$ cat src/rtl/apb_requester.sv
module apb_requester #(
  parameter int AW      = 32,
  parameter int DW      = 32,
  parameter int NSEL    = 4,
  parameter int SEL_LSB = 12
) (
  input  logic          clk,
  input  logic          rst_n,
  input  logic          req_valid,
  output logic          req_ready,
  input  logic [AW-1:0] req_addr,
  input  logic          req_write,
  input  logic [DW-1:0] req_wdata,
  output logic          rsp_valid,
  output logic [DW-1:0] rsp_rdata,
  output logic          rsp_err,
  output logic [AW-1:0] paddr,
  output logic [NSEL-1:0] psel,
  output logic          penable,
  output logic          pwrite,
  output logic [DW-1:0] pwdata,
  input  logic [DW-1:0] prdata,
  input  logic          pready,
  input  logic          pslverr
);
  localparam int SW = $clog2(NSEL);

  typedef enum logic [1:0] {IDLE, SETUP, ACCESS} phase_t;
  phase_t phase;

  logic [AW-1:0] addr_q;
  logic          wr_q;
  logic [DW-1:0] wd_q;
  logic          take, done;

  assign done      = (phase == ACCESS) && pready;
  assign req_ready = (phase == IDLE) || done;
  assign take      = req_valid && req_ready;

  always_ff @(posedge clk or negedge rst_n) begin
    if (!rst_n) begin
      phase  <= IDLE;
      addr_q <= '0;
      wr_q   <= 1'b0;
      wd_q   <= '0;
    end else begin
      case (phase)
        IDLE:    if (take) phase <= SETUP;
        SETUP:   phase <= ACCESS;
        ACCESS:  if (pready) phase <= take ? SETUP : IDLE;
        default: phase <= IDLE;
      endcase
      if (take) begin
        addr_q <= req_addr;
        wr_q   <= req_write;
        wd_q   <= req_write ? req_wdata : '0;
      end
    end
  end

  genvar g;
  generate
    for (g = 0; g < NSEL; g++) begin : g_sel
      assign psel[g] = (phase != IDLE) && (addr_q[SEL_LSB +: SW] == SW'(g));
    end
  endgenerate

  assign paddr     = addr_q;
  assign pwrite    = wr_q;
  assign pwdata    = wd_q;
  assign penable   = (phase == ACCESS);
  assign rsp_valid = done;
  assign rsp_rdata = wr_q ? '0 : prdata;
  assign rsp_err   = pslverr;
endmodule


$ cat config.mk
export PLATFORM = sky130hd
export DESIGN_NAME = apb_requester
export DESIGN_NICKNAME = d
export VERILOG_FILES = /design/src/rtl/apb_requester.sv
export SDC_FILE = /design/constraint.sdc
export NUM_CORES = 1
export LEC_CHECK = 0
export ABC_AREA = 1
export BUFFER_PORTS_ARGS = -buffer_cell sky130_fd_sc_hd__buf_2
export CAP_MARGIN = 15
export CORE_MARGIN = 2
export CORE_UTILIZATION = 43
export CTS_BUF_LIST = sky130_fd_sc_hd__clkbuf_4 sky130_fd_sc_hd__clkbuf_8 sky130_fd_sc_hd__clkbuf_16
export DETAILED_ROUTE_END_ITERATION = 10
export PLACE_DENSITY = 0.78
export SETUP_SLACK_MARGIN = 0.5
export SLEW_MARGIN = 40
export SYNTH_ARGS = -nofsm -noshare
export SYNTH_HDL_FRONTEND = slang
export SYNTH_SLANG_ARGS = --single-unit
$ cat constraint.sdc
create_clock -name clk -period 1.3 [get_ports clk]
set_input_delay 0.195 -clock clk [delete_from_list [all_inputs] [get_ports clk]]
set_output_delay 0.195 -clock clk [all_outputs]
set_load 0.05 [all_outputs]
==> results.toml, run 1 <==
[logic_synthesis]
synth.avg_cell_area_sq_um = 7.38
synth_cell_type_count = 12
ys.warnings.count = 0
ys_ff_latch = 67
yosysSeqAreaShare_pct = 52.0
synth_top_area_share_pct = 52.0
synth_nets = 539
synth_area_leader_cell = "dfrtp_1"
syn_area_sq_um = 3220
syn_inst = 437
synth_area_leaders = "dfrtp_1 (52%), nand2_1 (19%), nand3_1 (10%), inv_1 (8.0%), nor2_1 (4.0%)"

[clocking]
cts.sinks = 67
cts_buffers = 9
h-tree-depth = 3
root_buffer = "clkbuf_8"
cts.path.max_buffers = 2

[die]
start_util_pct = 44.5
dieWidth_microns = 90.6
rows = 31
io_pins = 207
die_y_microns = 90.6

[placement]
place_congestion = 0.761
port_buffers = 204
pre_cts_ws_ns = -0.0274
post_dp_cell_area_sq_um = 4670
dp_hpwl_microns = 6960

[global_routing]
grt_max_degree = 34

[run_status]
error = "[ERROR DPL-0038] Utilization greater than 100%, impossible to legalize"
stop_stage = "5_1_grt"
status = "did not finish"

[sta]
worst_endpoint = "req_ready"
worst_endpoint_kind = "output port"
==> kinds of logic after synthesis <==
logic type / after synthesis / synth area share (%)
AND/OR/NAND/NOR: 270 / 34.1
buffers and inverters: 99 / 13.6
flip-flops: 67 / 52.0
AO/OA/AOI/OAI: 1 / 0.272
==> timing repair <==
action / 4_1_cts
endpoints found under the hold margin: 8
hold buffers: 1
gates resized for setup: 291
setup endpoints to repair: 171
buffers inserted: 37
gates cloned: 15
pin swaps: 20
==> metrics by stage <==
step,instances,util (%)
CTS,791,90.3
detailed placement,722,64.4
global placement,722,64.4
floorplan,437,-
==> synthesized netlist by cell type <==
master      n
nand2_1   166
inv_1      69
dfrtp_1    67
nand3_1    65
nor2_1     34
buf_2       8
clkbuf_1    8
buf_4       7
nor3_1      5
buf_6       4
buf_1       3
a21oi_2     1
==> inputs of run 2 (changes only) <==
--- a/config.mk
+++ b/config.mk
@@ -9,11 +9,9 @@
 export BUFFER_PORTS_ARGS = -buffer_cell sky130_fd_sc_hd__buf_2
 export CAP_MARGIN = 15
 export CORE_MARGIN = 2
-export CORE_UTILIZATION = 43
-export CTS_BUF_LIST = sky130_fd_sc_hd__clkbuf_4 sky130_fd_sc_hd__clkbuf_8 sky130_fd_sc_hd__clkbuf_16
+export CORE_UTILIZATION = 40
 export DETAILED_ROUTE_END_ITERATION = 10
-export PLACE_DENSITY = 0.78
-export SETUP_SLACK_MARGIN = 0.5
+export PLACE_DENSITY_LB_ADDON = 0.15
 export SLEW_MARGIN = 40
 export SYNTH_ARGS = -nofsm -noshare
 export SYNTH_HDL_FRONTEND = slang
==> results.toml, run 2 <==
[logic_synthesis]
synth_cell_type_count = 12
syn_inst = 437
synth_top_area_share_pct = 52.0
async_flop_share_pct = 100
syn_area_sq_um = 3220
yosysSeqAreaShare_pct = 52.0
synthTopCellsByCount = "nand2_1 (166), inv_1 (69), dfrtp_1 (67)"
synth.avg_cell_area_sq_um = 7.38
ys_ff_latch = 67
synthFlopType = "dfrtp_1"
synth_area_leaders = "dfrtp_1 (52%), nand2_1 (19%), nand3_1 (10%), inv_1 (8.0%), nor2_1 (4.0%)"
yosysMostFrequentCell = "nand2_1"
synth_area_leader_cell = "dfrtp_1"
synth_nets = 539
synth_edf_count = 0
ys.warnings.count = 0

[critical_path]
critical_path.max_fanout = 4
cp.required_ns = 1.11
worstPathArrival_ns = 1.32
startpoint_type = "flip-flop"
end_kind = "output port"
path_class = "flip-flop to output port"

[cells_and_area]
final_common_cell = "buf_2"
multi_input_comb_area_sq_um = 1680
area_growth_pct = 80.2
sequential_cell_area_sq_um = 1680
fin_nets = 759
final_cell_mix = "buf_2 (162), nand2_1 (120), inv_1 (65)"
drive_gt1_share_pct = 55.4
num-fill-cells = 585
stdcell_count = 765

[pwr]
p_per_area_nw_per_um2 = 1710
ir_drop_mv = 0.784
power_mw = 9.91
p_leak_nw = 3.43

[worst_hold_path]
hold_class = "input port to flip-flop"

[detailed_routing]
wl_microns = 11800
drtPass1Iterations = 4
met2_length_microns = 6290
antenna_left = 0
vias_per_cell = 4.79
wl_per_cell_microns = 15.4
vias = 3662
wl_met1_microns = 4470
drt_iter0_drc = 203
topRoutingLayerUsed = "met4"
wl_met3_microns = 682
drc_errors = 0

[placement]
placed_cells = 725
port_buffers = 204
dp_hpwl_microns = 6970
place_congestion = 0.774

[sta]
fmax_mhz = 660
fin_worst_skew_ns = 0.00512
whs_ns = 0.0829
fin_ws_ns = -0.215
tightest_slew_ns = 0.623
min_period_ns = 1.52
slew_viol_final = 0
hold_violations = 0
min_period_over_period_pct = 117
setup_viol = 105
fin_tns_setup_ns = -15.25
grt_setup_unrepaired = "yes"
relSlewSlack_pct = 58.5

[clocking]
cts.path.max_buffers = 2
cts.sinks = 67
tritoncts = "yes"
clk_latency_ns = 0.34
h-tree-depth = 3
cts_buffers = 9
clkTransAtPathRegs_ns = 0.07
root_buffer = "clkbuf_8"

[global_routing]
antenna_found_initial = 1
grt_remaining_overflow = 0
grt_pass1_wl_microns = 16100
grt_pass1_vias = 3419
grt_usage_pct = 23.4
grt_max_degree = 68

[die]
start_util_pct = 41.5
io_pins = 207
dieWidth_microns = 93.8
rows = 32
die_area_sq_um = 8790
core_area_sq_um = 7770
die_y_microns = 93.8

[run_status]
status = "finished, violations left"
violations = "negative setup slack"

[run]
max_cap_violations = 0
## run 2: cell counts after synthesis
Identical to the previous run, type by type.
## run 2: power breakdown
part	internal [mW]	switching (mW)	total (mW)
Combinational	1.81	3.75	5.55
Sequential	2.53	0.363	2.89
Clock	0.683	0.783	1.47
## run 2: repair_timing
item | CTS | global route
hold buffers | 1 | 0
endpoints found under the setup margin | 91 | 106
endpoints found under the hold margin | 67 | 0
setup buffers | 3 | 7
cloned | 2 | 11
resized for setup | 100 | 107
pin swaps | 4 | 24
## run 2: worst paths after layout
path / from / slack, ns / to / depth (start not counted)
max: phase[0] / -0.22 / req_ready / 4
min: req_addr[5] / 0.08 / paddr[5] / 3
min in group asynchronous: rst_n / 0.41 / paddr[25] / 3
min reg2reg: paddr[0] / 0.47 / paddr[0] / 2
max in group asynchronous: rst_n / 0.58 / paddr[12] / 3
max reg2reg: phase[0] / -0.21 / pwdata[23] / 8
## run 2: cells by family after synthesis
family	share of synthesized area [%]
AOI/OAI and AO/OA	0.272
buffers and inverters	13.6
DFF	52.0
and+or+nand+nor	34.1
## run 2: worst max-delay path: stages, from the launching register on
cell     delay, ns
dfrtp_1       0.42
buf_6         0.15
a21oi_4       0.16
buf_12        0.13
buf_12        0.12
## run 2: area by class of cell
class | instances | area share [%]
clock inverters | 5 | 0.517
inverters | 69 | 4.59
repair buffers | 238 | 32.6
multi-input cells | 272 | 28.9
flip-flops and latches | 67 | 28.9
diodes | 1 | 0.0431
well taps | 102 | 2.20
clock buffers | 11 | 2.26
## run 2: through the flow
stage | utilization [%] | setup WS (ns) | cell area (sq um)
2_1_floorplan | - | -0.253 | 3430
3_3_place_gp | 58.7 | -0.0722 | 4560
3_5_place_dp | 58.7 | -0.100 | 4560
4_1_cts | 66.2 | -0.208 | 5140
5_1_grt | 74.8 | -0.246 | 5810
6_report | 74.8 | -0.215 | 5810
## run 2: routing by layer
layer  up-vias  GRT usage [%]
met5         -              0
met4         0           9.30
met3        28           4.09
met2       137           43.2
met1      1747           26.5
li1       1750              -
Power figures use the tool's default switching activity.
==> inputs of run 3 (changes only) <==
--- a/config.mk
+++ b/config.mk
@@ -9,7 +9,7 @@
 export BUFFER_PORTS_ARGS = -buffer_cell sky130_fd_sc_hd__buf_2
 export CAP_MARGIN = 15
 export CORE_MARGIN = 2
-export CORE_UTILIZATION = 40
+export CORE_UTILIZATION = 43
 export DETAILED_ROUTE_END_ITERATION = 10
 export PLACE_DENSITY_LB_ADDON = 0.15
 export SLEW_MARGIN = 40
==> results.toml, run 3 (synthesized netlist as in run 2, its figures left out) <==
[run_status]
status = "finished, violations left"
violations = "negative setup slack"

[placement]
dp_hpwl_microns = 6970
place_congestion = 0.769
port_buffers = 204

[detailed_routing]
drtPass1Iterations = 4
vias = 3785
drc_errors = 0
antenna_left = 0
vias_per_cell = 4.95
wl_microns = 13200
wl_per_cell_microns = 17.2
drt_iter0_drc = 179

[pwr]
p_per_area_nw_per_um2 = 1780
p_leak_nw = 3.49
power_mw = 10.4
ir_drop_mv = 1.12

[die]
die_y_microns = 90.6
io_pins = 207
core_area_sq_um = 7250
die_area_sq_um = 8210
start_util_pct = 44.5
dieWidth_microns = 90.6
rows = 31

[critical_path]
worstPathArrival_ns = 1.35
path_class = "flip-flop to output port"
r2r-end = "paddr[8]"
ff2ff_setup_slack_ns = -0.18
startpoint_type = "flip-flop"
rr_worst_depth = 7
path_cells = "buf_12, nor2_2, buf_6"
critical_path.max_stage_delay_ns = 0.48
critical_path.max_fanout = 14
r2r_start = "phase[0]"
end_kind = "output port"
critPathTopFamily = "flip-flops"
critical_path_buf_inv_count = 2
slowest_stage = "dfrtp_2"
cp.required_ns = 1.11

[cells_and_area]
drive_gt1_share_pct = 53.6
multi_input_comb_area_sq_um = 1630
area_growth_pct = 81.0
final_cell_mix = "buf_2 (162), nand2_1 (126), inv_1 (66)"
fin_nets = 763
final_common_cell = "buf_2"
sequential_cell_area_sq_um = 1680
num-fill-cells = 457

[worst_hold_path]
hold_class = "input port to flip-flop"
hold_end = "paddr[0]"
hold_path.startpoint = "req_addr[0]"
min_path_cells = 3

[clocking]
cts.sinks = 67
clk_latency_ns = 0.34
h-tree-depth = 3
root_buffer = "clkbuf_8"
cts.path.max_buffers = 2
clkTransAtPathRegs_ns = 0.07
tritoncts = "yes"
cts_buffers = 9

[sta]
tightest_slew_ns = 0.431
fin_tns_setup_ns = -15.26
grt_setup_unrepaired = "yes"
slew_viol_final = 0
hold_violations = 0
fin_worst_skew_ns = 0.00872
relSlewSlack_pct = 71.3
min_period_ns = 1.54
fmax_mhz = 649
min_period_over_period_pct = 118
setup_viol = 105
fin_ws_ns = -0.240

[global_routing]
grt_pass1_wl_microns = 17000
antenna_found_initial = 1
grt_pass1_vias = 3509
grt_max_degree = 68
grt_usage_pct = 25.7
grt_remaining_overflow = 0

[run]
max_cap_violations = 0
-- run 3: final cells by class --
cell class                      count  area share [%]
Antenna cell                        1          0.0429
Clock buffer                       12            2.83
Clock inverter                      2           0.600
Inverter                           69            4.57
Multi-Input combinational cell    272            28.0
Sequential cell                    67            28.8
Tap cell                           99            2.12
Timing Repair Buffer              242            33.1
-- run 3: how the worst max path moves through the flow --
stage                     startpoint       endpoint  slack (ns)  cells past startpoint
after floorplan               pwrite  rsp_rdata[14]       -0.25                      3
after global placement      phase[0]        psel[3]       -0.08                      3
after detailed placement    phase[0]        psel[1]       -0.14                      3
after CTS                   phase[1]      req_ready       -0.19                      4
after global routing        phase[0]      req_ready       -0.25                      4
final                         pwrite   rsp_rdata[4]       -0.24                      3
-- run 3: report_power, final --
part | total [mW] | switching [mW] | internal (mW)
clock | 1.79 | 0.775 | 1.02
combinational | 5.67 | 3.83 | 1.84
sequential | 2.93 | 0.400 | 2.53
-- run 3: worst register-to-register path: cells and delay by family (launching register included) --
family	cells	cell delay [ns]
AND/OR/NAND/NOR	3	0.27
flip-flops	1	0.43
AO/OA/AOI/OAI	1	0.14
buffers and inverters	3	0.52
-- run 3: per-stage QoR --
step	std cells	hold WS, ns	util (%)	setup slack [ns]	instance area, sq um
after floorplan	437	-0.101	-	-0.253	3430
after global placement	723	0.244	62.9	-0.0824	4560
after detailed placement	723	0.247	62.9	-0.137	4560
after CTS	741	0.0865	71.3	-0.189	5170
after global routing	764	0.0865	80.5	-0.252	5840
final	764	0.0828	80.5	-0.240	5840
-- run 3: metal layers --
metal	vias up	wire length, microns	global-route usage, %
li1	1755	-	-
met3	47	918	5.34
met4	0	523	10.8
met2	184	6910	46.1
met5	-	0	0
met1	1799	4820	29.6
-- run 3: repair_timing --
| action | 4_1_cts | 5_1_grt |
|---|---|---|
| gates resized for setup | 99 | 93 |
| hold endpoints to repair | 67 | 0 |
| cloned | 2 | 14 |
| setup endpoints to repair | 74 | 107 |
| pin swaps | 3 | 22 |
| hold buffers | 1 | 0 |
| buffers inserted | 1 | 8 |
